===== src/rtl/umask_pkg.sv =====
// Shared definitions for the user mask register.
// Assumes a six-bit mask with fixed bit positions, which consumers decode.
package umask_pkg;
    localparam int MASK_W  = 6;
    localparam int IDX_W   = 7;
    localparam int LOW_TOP = 31;  // highest index in the low bank

    localparam int BIT_BE  = 1;
    localparam int BIT_PM  = 2;
    localparam int BIT_AF  = 3;
    localparam int BIT_LOW = 4;
    localparam int BIT_HI  = 5;

    typedef enum logic [1:0] {
        OP_NONE  = 2'b00,
        OP_CLEAR = 2'b01,
        OP_SET   = 2'b10,
        OP_WRITE = 2'b11
    } umask_op_e;
endpackage


===== src/rtl/umask_bank_detect.sv =====
// Turns the floating-point write ports into per-bank set requests.
// Assumes any index above LOW_TOP belongs to the high bank.
module umask_bank_detect #(
    parameter int PORTS   = 2,
    parameter int IDX_W   = 7,
    parameter int LOW_TOP = 31
) (
    input  logic [PORTS-1:0]       wr_valid,
    input  logic [PORTS*IDX_W-1:0] wr_idx,
    output logic                   hit_low,
    output logic                   hit_high
);
    logic [PORTS-1:0] low_v;
    logic [PORTS-1:0] high_v;

    for (genvar p = 0; p < PORTS; p++) begin : g_port
        // classify this port's index against the bank boundary
        always_comb begin
            low_v[p]  = wr_valid[p] && (int'(wr_idx[p*IDX_W +: IDX_W]) <= LOW_TOP);
            high_v[p] = wr_valid[p] && (int'(wr_idx[p*IDX_W +: IDX_W]) >  LOW_TOP);
        end
    end

    // merge the per-port hits
    always_comb begin
        hit_low  = |low_v;
        hit_high = |high_v;
    end
endmodule


===== src/rtl/umask_next.sv =====
// Computes the next mask from the software operation and hardware sets.
// A hardware set takes precedence over a software clear; bit 0 is forced to 0.
module umask_next
    import umask_pkg::*;
(
    input  logic [MASK_W-1:0] cur,
    input  logic [1:0]        op,
    input  logic [MASK_W-1:0] data,
    input  logic              hw_low,
    input  logic              hw_high,
    output logic [MASK_W-1:0] nxt
);
    logic [MASK_W-1:0] sw;
    logic [MASK_W-1:0] hw;

    // apply the software operation
    always_comb begin
        case (umask_op_e'(op))
            OP_CLEAR: sw = cur & ~data;
            OP_SET:   sw = cur | data;
            OP_WRITE: sw = data;
            default:  sw = cur;
        endcase
    end

    // overlay the hardware sticky sets and clear the reserved bit
    always_comb begin
        hw          = '0;
        hw[BIT_LOW] = hw_low;
        hw[BIT_HI]  = hw_high;
        nxt         = sw | hw;
        nxt[0]      = 1'b0;
    end
endmodule


===== src/rtl/umask_csr.sv =====
// User mask register holding control flags and sticky floating-point status.
// Assumes a synchronous active-low reset; one software operation per cycle.
module umask_csr
    import umask_pkg::*;
#(
    parameter int FP_PORTS = 2
) (
    input  logic                      clk,
    input  logic                      rst_n,
    input  logic [1:0]                op_code,
    input  logic [MASK_W-1:0]         op_data,
    input  logic [FP_PORTS-1:0]       fpw_valid,
    input  logic [FP_PORTS*IDX_W-1:0] fpw_idx,
    output logic [MASK_W-1:0]         mask,
    output logic                      big_endian,
    output logic                      perf_mon_en,
    output logic                      align_fault_en
);
    logic              hit_low, hit_high;
    logic [MASK_W-1:0] nxt;
    logic [MASK_W-1:0] mask_q;

    umask_bank_detect #(.PORTS(FP_PORTS), .IDX_W(IDX_W), .LOW_TOP(LOW_TOP)) u_det (
        .wr_valid(fpw_valid), .wr_idx(fpw_idx),
        .hit_low(hit_low), .hit_high(hit_high)
    );

    umask_next u_nxt (
        .cur(mask_q), .op(op_code), .data(op_data),
        .hw_low(hit_low), .hw_high(hit_high), .nxt(nxt)
    );

    // hold the mask state
    always_ff @(posedge clk) begin
        if (!rst_n) mask_q <= '0;
        else        mask_q <= nxt;
    end

    // drive the outputs
    always_comb begin
        mask           = mask_q;
        big_endian     = mask_q[BIT_BE];
        perf_mon_en    = mask_q[BIT_PM];
        align_fault_en = mask_q[BIT_AF];
    end


    reset_clear_chk: assert property (@(posedge clk) !rst_n |=> mask == '0);

    reserved_zero_chk: assert property (@(posedge clk) disable iff (!rst_n) mask[0] == 1'b0);

    low_sticky_chk: assert property (@(posedge clk) disable iff (!rst_n)
        hit_low |=> mask[BIT_LOW]);

    high_sticky_chk: assert property (@(posedge clk) disable iff (!rst_n)
        hit_high |=> mask[BIT_HI]);

    idle_hold_chk: assert property (@(posedge clk) disable iff (!rst_n)
        (op_code == 2'b00 && fpw_valid == '0) |=> $stable(mask));

    low_keep_chk: assert property (@(posedge clk) disable iff (!rst_n)
        (mask[BIT_LOW] && op_code != 2'b01 && op_code != 2'b11) |=> mask[BIT_LOW]);
endmodule


===== config.mk =====
export PLATFORM = sky130hd
export DESIGN_NAME = umask_csr
export DESIGN_NICKNAME = d
export VERILOG_FILES = /design/src/rtl/umask_pkg.sv /design/src/rtl/umask_bank_detect.sv /design/src/rtl/umask_next.sv /design/src/rtl/umask_csr.sv
export SDC_FILE = /design/constraint.sdc
export NUM_CORES = 1
export LEC_CHECK = 0
export BUFFER_PORTS_ARGS = -buffer_cell sky130_fd_sc_hd__buf_2
export CORE_AREA = 2 2 39 41
export CTS_BUF_LIST = sky130_fd_sc_hd__clkbuf_4 sky130_fd_sc_hd__clkbuf_8 sky130_fd_sc_hd__clkbuf_16
export CTS_CLUSTER_SIZE = 10
export DETAILED_ROUTE_END_ITERATION = 12
export DIE_AREA = 0 0 41 43
export MAX_ROUTING_LAYER = met4
export PLACE_DENSITY = 0.53
export SYNTH_ARGS = -nofsm -noshare
export SYNTH_HDL_FRONTEND = slang
export SYNTH_SLANG_ARGS = --single-unit
export TNS_END_PERCENT = 5

===== constraint.sdc =====
create_clock -name clk -period 1.02 [get_ports clk]
set_input_delay 0.153 -clock clk [delete_from_list [all_inputs] [get_ports clk]]
set_output_delay 0.153 -clock clk [all_outputs]
set_load 0.02 [all_outputs]

==> results by group, run 1 <==
Clock network
  – Worst-path clk slew: 0.05 ns
  – Root buffer cell: clkbuf_4
  – H-tree Lvls: 1
  – Worst skew pair latency: 0.24 ns
  – Hold_buf cts: 0
  – Longest Clk Path Bufs: 2
  – Num CTS Buffers: 3
  – # clock sinks: 5
  – CTS tree: done
  – Setup bufs post-CTS: 0
  – CTS-repair resized insts: 0

Setup path
  – Reg2Reg Depth: 2
  – Arr. time, crit path: between 0.7 and 0.8 ns
  – Worst setup EP type: primary output
  – Worst path required time: 0.87 ns
  – R2R Setup Slk: approximately 0.38 ns
  – Worst path max stage delay: between 0.3 and 0.4 ns
  – Crit start category: flop
  – Worst setup path class: reg -> out
  – Number of buffers and inverters on the critical path: 1
  – Largest delay share family, worst path: flip-flops
  – RR Endpoint: mask[3]$_SDFFE_PN0N_
  – Worst-path maximum fanout: 3
  – R2r startpoint: mask[3]$_SDFFE_PN0N_
  – Slowest-stage cell, CP: dfxtp_1
  – Critical path cell sequence: buf_2

STA
  – Fmax: 1100 MHz
  – Final hold slack: about 0.18 ns
  – Crit path time final: 0.910 ns
  – Fin. Hold Viols: 0
  – Final Max Tran Viols: 0
  – Worst clock skew: 0 ns
  – TNS Setup: 0 ns
  – Tcrit/Tclk final: 89.2%
  – Setup violations, final: 0
  – RSZ-0062 raised after global routing: no

Global routing
  – First-pass GRT wire length: 1180 um
  – GRT Residual Overflow: 0
  – Largest net degree at the start of global routing: 11
  – Antenna violations before repair: 0
  – Total GRT Usage: between 10% and 20%
  – Vias in the first global route: roughly 320

Route
  – Iter 0 DRT Violations: 2
  – Via/cell ratio: around 4.3
  – Final wirelength: 661 um
  – Wirelength per Cell: 9.44 um
  – Detail Route Antenna Nets: 0
  – 1st-pass router iterations: 4
  – Vias: 299
  – DR DRC count: 0

Die
  – Die height: 43 um
  – Rows: 14
  – I/O pin total: 35
  – Core Region: 1380 um^2
  – Die area: 1760 um^2
  – Die width: 41 um
  – Initial Utilization: 18.8%

Yosys
  – Post-synth cell types: 13
  – Register area share after synthesis: 38.5%
  – Yosys top cell by area: dfxtp_1
  – Most area-consuming cells after synthesis: dfxtp_1 (38%), o21ai_0 (12%), buf_4 (12%)
  – Average size of a mapped cell: ~7.9 um^2
  – Number of synthesized register bits: 5
  – Synthesized instance count: 33
  – Synth Cell Area: 260 um^2
  – Synth Net Count: 59
  – Area fraction of the dominant cell type after synthesis: about two fifths
  – Yosys warnings: 0

Final layout
  – Layout cells sized above 1: roughly half
  – Final non-filler cell total: 70
  – Ant diodes: 0
  – Area Overhead vs Synth: 45.7%
  – Most frequent cells in the layout: buf_2 (22), o21ai_0 (6), nor2_1 (5), dfxtp_1 (5), clkbuf_4 (4)
  – Max reg flops: 5
  – Nets: 81
  – Most common cell after layout, fill and taps aside: buf_2

Placed design
  – GP Congestion: 0.588
  – I/O Buffers: 22
  – Cells after DPL: 66
  – Dpl hpwl: 540 um

Hold path
  – Worst hold-check path type: in -> reg
  – Beginning of the worst hold path: op_data[1]
  – Hold Path Sink: mask[1]$_SDFFE_PN0N_
  – Hold path cells: 3

Pwr
  – Overall power: 0.593 mW
  – Cell Int Power: 0.434 mW
  – Leak: 0.197 nW
  – Switch Pwr: about 0.16 mW
  – Peak VDD IR: between 0.0005 and 0.0006 V
  – PD cells: 1560 nW/um^2
  – Clock share of power: a little over two fifths
  – Sequential share of power: 36.8%
  – Net Sw Frac: 26.8%
  – Logic pwr share: 20.0%

Run
  – Max-cap violations: 0

Status
  – Status: complete, no violations
[routing by layer]
metal	GRT usage (%)	share of wire [%]	up-vias
met3	3.14	13	0
met1	12.5	42	128
met4	8.00	0	0
li1	-	-	153
met5	-	0	-
met2	13.4	45	18
[how the worst max path moves through the flow]
| stage | start | end | slack (ns) | cells after the start |
|---|---|---|---|---|
| floorplan | mask[1]$_SDFFE_PN0N_ | mask[1] | 0.25 | 1 |
| global placement | op_code[1] | mask[4]$_SDFF_PN0_ | 0.15 | 3 |
| detailed placement | op_code[1] | mask[4]$_SDFF_PN0_ | 0.15 | 3 |
| CTS | mask[2]$_SDFFE_PN0N_ | perf_mon_en | 0.11 | 1 |
| global route | mask[3]$_SDFFE_PN0N_ | align_fault_en | 0.07 | 1 |
| finish | mask[2]$_SDFFE_PN0N_ | perf_mon_en | 0.11 | 1 |
[worst reg2reg max path, stage by stage (launching register included)]
cell and delay [ns]:
dfxtp_1 0.32, a22oi_1 0.16, nor2_1 0.05
[kinds of logic (layout without fill, tap and decap cells)]
family                 count (synthesis)  count (layout)  share of synthesized area [%]
flip-flops                             5               5                           38.5
AND/OR/NAND/NOR                        8               8                           11.5
other                                  1               1                           1.44
buffers and inverters                  6              27                           17.3
AO/OA/AOI/OAI                         13              13                           31.2
[Yosys cell counts]
master and n:
nand2_1 3, a222oi_1 1, o21ai_1 1, conb_1 1, a41oi_1 1, buf_6 1
buf_4 4, inv_1 1, nor2_1 5, dfxtp_1 5, a22oi_1 3, a21oi_1 1
o21ai_0 6
[power groups by stage]
stage / Combinational, mW / Sequential (mW) / Clock (mW)
2_1_floorplan: 0.0617 / 0.238 / 0
3_3_place_gp: 0.119 / 0.221 / 0
3_5_place_dp: 0.120 / 0.221 / 0
4_1_cts: 0.121 / 0.218 / 0.264
5_1_grt: 0.134 / 0.220 / 0.272
6_report: 0.119 / 0.218 / 0.256
[area by class of cell]
class / count / area (um^2)
well taps: 16 / 20.0
clock buffers: 4 / 30.0
inverters: 1 / 3.75
multi-input cells: 22 / 115
flip-flops and latches: 5 / 100
fillers: 161 / 1000
repair buffers: 22 / 110
[per-stage QoR]
stage / util, % / area (um^2) / worst slack [ns]
after global placement: 25.2 / 349 / 0.147
after floorplan: - / 260 / 0.250
after detailed placement: 25.2 / 349 / 0.154
final: 27.4 / 379 / 0.110
after global routing: 27.4 / 379 / 0.0729
after CTS: 27.4 / 379 / 0.106
Power figures use the tool's default switching activity.
==> inputs of run 2 (changes only) <==
Settings changed: PLACE_DENSITY 0.53 to 0.57, SYNTH_HIERARCHICAL set to 1.
==> results by group, run 2 <==
Final layout
  – Final non-filler cell total: 71
  – Nets: between 80 and 90
  – Fill cell count: 157
  – Most frequent cells in the layout: buf_2 (23), and2_1 (6), dfxtp_1 (6), o21ai_0 (4)
  – Register Area: roughly 120 um^2
  – Most common cell after layout, fill and taps aside: buf_2
  – Multi-input gate area: ~150 um^2
  – Area Overhead vs Synth: 36.9%
  – Ant diodes: 0
  – Layout cells sized above 1: 56.4%
  – Max reg flops: 6

Yosys
  – Number of synthesized flops with an enable pin: 0
  – Most area-consuming cells after synthesis: dfxtp_1 (38%), and2_1 (12%), a22o_2 (9.5%)
  – Synth Cell Area: roughly 320 um^2
  – Most frequent cells after synthesis: and2_1 (6), dfxtp_1 (6), buf_4 (4), o21ai_0 (4), a22o_2 (3)
  – Largest family of logic cells by synthesized area: compound AO/OA/AOI/OAI gates
  – Fraction of registers with async set/reset: 0%
  – Synthesized instance count: 34
  – Yosys top cell by area: dfxtp_1
  – Simple-gate share of the synthesized area: 15.5%
  – Area fraction of the dominant cell type after synthesis: about two fifths
  – Post-synthesis xor/xnor area fraction: 0%
  – Yosys warnings: 6
  – Register area share after synthesis: 38.1%
  – Post-synthesis compound-gate area fraction: 32.1%
  – Ys flop type: dfxtp_1
  – Synth Net Count: 60
  – Mux cell area share after synthesis: 0%
  – Number of synthesized register bits: 6
  – Adder and majority gate portion of the synthesized area: 0%
  – Post-synth cell types: 13
  – Average size of a mapped cell: 9.27 um^2

Route
  – DR DRC count: 0
  – Via/cell ratio: 4.39
  – Final wirelength: 648 um
  – 1st-pass router iterations: 3
  – Wirelength per Cell: slightly above 9 um
  – Vias: approximately 310
  – Iter 0 DRT Violations: 2
  – Detail Route Antenna Nets: 0

Die
  – Core Region: 1380 um^2
  – I/O pin total: 35
  – Initial Utilization: a little under a quarter
  – Rows: 14
  – Die height: 43 um
  – Die width: 41 um
  – Die area: 1760 um^2

Clock network
  – H-tree Lvls: 1
  – Root buffer cell: clkbuf_4
  – Longest Clk Path Bufs: 2
  – CTS tree: done
  – Hold_buf cts: 0
  – Worst-path clk slew: 0.04 ns
  – Worst skew pair latency: 0.24 ns
  – # clock sinks: 6
  – Setup bufs post-CTS: 0
  – Num CTS Buffers: 3
  – CTS-repair resized insts: 0

Global routing
  – Antenna violations before repair: 0
  – First-pass GRT wire length: 1010 um
  – GRT Residual Overflow: 0
  – Vias in the first global route: 268
  – Total GRT Usage: 9.05%
  – Largest net degree at the start of global routing: 11

Setup path
  – Arr. time, crit path: 0.73 ns
  – Crit start category: flop
  – Reg2Reg Depth: 2
  – Largest delay share family, worst path: flip-flops
  – RR Endpoint: mask[5]$_SDFF_PN0_
  – Slowest-stage cell, CP: dfxtp_1
  – Worst-path maximum fanout: 3
  – Worst setup endpoint: mask[3]
  – Number of buffers and inverters on the critical path: 1
  – Worst path required time: 0.87 ns
  – R2r startpoint: mask[5]$_SDFF_PN0_
  – Worst setup path class: reg -> out
  – Critical Path Stages: 1
  – Worst path max stage delay: 0.33 ns
  – R2R Setup Slk: around 0.19 ns
  – Worst setup EP type: primary output
  – Critical path cell sequence: buf_2
  – Worst setup startpoint: mask[3]$_SDFF_PN0_

Pwr
  – Overall power: 0.604 mW
  – PD cells: around 1400 nW/um^2
  – Leak: 0.220 nW
  – Peak VDD IR: between 0.0002 and 0.0003 V

STA
  – Fin worst setup slack: 0.132 ns
  – Tcrit/Tclk final: 87.0%
  – Fmax: roughly 1100 MHz
  – Final Max Tran Viols: 0
  – Crit path time final: 0.888 ns
  – RSZ-0062 raised after global routing: no
  – Worst clock skew: 0 ns
  – Fin. Hold Viols: 0
  – Final hold slack: 0.184 ns
  – Setup violations, final: 0

Run
  – Max-cap violations: 0

Placed design
  – DP Worst Slack: -0.00547 ns
  – Dpl hpwl: ~550 um
  – I/O Buffers: 23
  – Cells after DPL: 68
  – GP Congestion: approximately 0.55

Status
  – Status: complete, no violations

Hold path
  – Worst hold-check path type: in -> reg
run 2: changes by cell type after synthesis, moves of 2 or more:
cell     before  now
a22oi_1       3    0
o21ai_0       6    4
and2_1        0    6
a221o_1       0    2
nor2_1        5    2
nand2_1       3    1
a22o_2        0    3
o21ai_2       0    2
run 2: worst register-to-register path: stages (launching register included):
cell and delay (ns):
dfxtp_1 0.30, a221o_1 0.28, and2_1 0.15
run 2: stage by stage:
stage                     utilization [%]  area, um^2  TNS (ns)
after floorplan                         -         315         0
after global placement               29.6         409         0
after detailed placement             29.6         409  -0.00547
after CTS                            31.2         432         0
after global routing                 31.2         432         0
final                                31.2         432         0
run 2: cells by family after synthesis:
logic type,count (synthesis)
other,1
buffers and inverters,5
AND/OR/NAND/NOR,9
flip-flops,6
AO/OA/AOI/OAI,13
run 2: routing by layer:
layer / wire [um] / vias up / global-route usage (%)
met3: 103 / 2 / 2.09
met5: 0 / - / -
met4: 6 / 0 / 10.0
li1: - / 162 / -
met1: 276 / 128 / 9.32
met2: 261 / 20 / 12.5
run 2: cell type report:
class	count	area share, %
clock buffer	3	5.22
multi-input combinational	23	35.7
sequential	6	27.8
tap	16	4.64
timing repair buffer	23	26.7
run 2: worst min path at each step:
stage | startpoint | to | depth (start not counted)
final | rst_n | mask[5]$_SDFF_PN0_ | 2
after global routing | rst_n | mask[5]$_SDFF_PN0_ | 2
after CTS | rst_n | mask[5]$_SDFF_PN0_ | 2
after detailed placement | rst_n | mask[5]$_SDFF_PN0_ | 2
after global placement | rst_n | mask[5]$_SDFF_PN0_ | 2
after floorplan | rst_n | mask[1]$_SDFF_PN0_ | 1
run 2: power by group:
part | switching, mW | internal (mW) | leakage (nW)
registers | 0.00759 | 0.252 | 0.0499
clock network | 0.0765 | 0.132 | 0.0138
logic | 0.0715 | 0.0647 | 0.157
==> inputs of run 3 (changes only) <==
Settings changed: GPL_TIMING_DRIVEN set to 0.
Clock period 1.02 ns to 0.9 ns, I/O delays scaled along.
==> results by group, run 3 (synthesis gave the netlist of run 2 again) <==
Route
  – Vias: 317
  – Final wirelength: 653 um
  – Via/cell ratio: 4.28
  – 1st-pass router iterations: 2
  – Detail Route Antenna Nets: 0
  – DR DRC count: 0
  – Wirelength per Cell: 8.82 um
  – Iter 0 DRT Violations: 1

STA
  – Fin worst setup slack: -0.0193 ns
  – Crit path time final: 0.919 ns
  – Fin. Hold Viols: 0
  – Tcrit/Tclk final: 102%
  – Final hold slack: 0.167 ns
  – Final Max Tran Viols: 0
  – Worst clock skew: 0 ns
  – Fmax: about 1100 MHz
  – Setup violations, final: 2
  – RSZ-0062 raised after global routing: yes

Clock network
  – Longest Clk Path Bufs: 2
  – Hold_buf cts: 0
  – # clock sinks: 6
  – CTS-repair resized insts: 11
  – Setup bufs post-CTS: 0
  – CTS tree: done
  – H-tree Lvls: 1
  – Worst-path clk slew: 0.04 ns
  – Num CTS Buffers: 3
  – Worst skew pair latency: approximately 0.24 ns
  – Root buffer cell: clkbuf_4

Setup path
  – Worst setup startpoint: mask[1]$_SDFF_PN0_
  – Arr. time, crit path: approximately 0.78 ns
  – R2r startpoint: mask[5]$_SDFF_PN0_
  – Worst setup EP type: primary output
  – Worst setup path class: reg -> out
  – Crit start category: flop
  – Worst-path maximum fanout: 3
  – Worst path required time: 0.76 ns

Pwr
  – PD cells: 1450 nW/um^2
  – Peak VDD IR: 0.000260 V
  – Leak: 0.245 nW
  – Overall power: 0.725 mW

Final layout
  – Ant diodes: 0
  – Most common cell after layout, fill and taps aside: buf_2
  – Layout cells sized above 1: 65.5%
  – Register Area: 125 um^2
  – Fill cell count: 146
  – Util after Layout: 36.1%
  – Max reg flops: 6
  – Final non-filler cell total: between 70 and 80
  – Multi-input gate area: 154 um^2
  – Nets: 86
  – Most frequent cells in the layout: buf_2 (16), and2_1 (6), buf_6 (6)
  – Area Overhead vs Synth: 58.3%

Die
  – Rows: 14
  – Die area: between 1500 and 2000 um^2
  – Die height: 43 um
  – Initial Utilization: 22.8%
  – I/O pin total: 35
  – Die width: 41 um
  – Core Region: 1380 um^2

Hold path
  – Beginning of the worst hold path: rst_n
  – Worst hold-check path type: in -> reg

Global routing
  – Antenna violations before repair: 0
  – Total GRT Usage: 7.81%
  – GRT Residual Overflow: 0
  – Largest net degree at the start of global routing: 11
  – Vias in the first global route: 256
  – First-pass GRT wire length: roughly 900 um

Placed design
  – GP Congestion: ~0.6
  – DP Worst Slack: -0.100 ns
  – I/O Buffers: 22
  – Dpl hpwl: 533 um
  – Cells after DPL: 72

Status
  – Status: complete, but fails checks
  – Failing checks: negative setup slack

Run
  – Max-cap violations: 0
## run 3: cell count changes in the layout (fill, tap and decap cells not counted), sizes merged
cell,change
buf,+3
## run 3: metal layers
metal | up-vias | track usage (%) | share of wire, %
li1 | 166 | - | -
met2 | 20 | 11.6 | 41
met4 | 0 | 6.00 | 0
met1 | 131 | 8.65 | 44
met5 | - | - | 0
met3 | 0 | 1.57 | 14
## run 3: area by class of cell
cell class | instances | share of cell area [%]
multi-input cells | 23 | 30.8
repair buffers | 22 | 27.3
flip-flops and latches | 6 | 25.1
well taps | 16 | 4.01
clock buffers | 3 | 4.51
plain buffers | 4 | 8.27
## run 3: critical path, stage by stage (launching register included)
cell and delay [ns]:
dfxtp_2 0.32, buf_6 0.11, buf_6 0.12
## run 3: final timing paths
path                              to  slack [ns]  cells after the start
setup / recovery             mask[1]       -0.02                      2
hold / removal    mask[5]$_SDFF_PN0_        0.17                      2
setup reg to reg  mask[5]$_SDFF_PN0_        0.05                      2
hold reg to reg   mask[5]$_SDFF_PN0_        0.58                      2
## run 3: through the flow
stage               TNS, ns  instance area [um^2]
finish              -0.0379                   499
global route         -0.107                   499
CTS                 -0.0569                   492
detailed placement   -0.172                   447
global placement     -0.166                   447
floorplan                 0                   317
## run 3: power by group
| part | total (mW) | leakage (nW) | switching, mW | internal [mW] |
|---|---|---|---|---|
| clock network | 0.242 | 0.0138 | 0.0911 | 0.150 |
| registers | 0.299 | 0.0510 | 0.0114 | 0.287 |
| logic | 0.185 | 0.180 | 0.0830 | 0.102 |
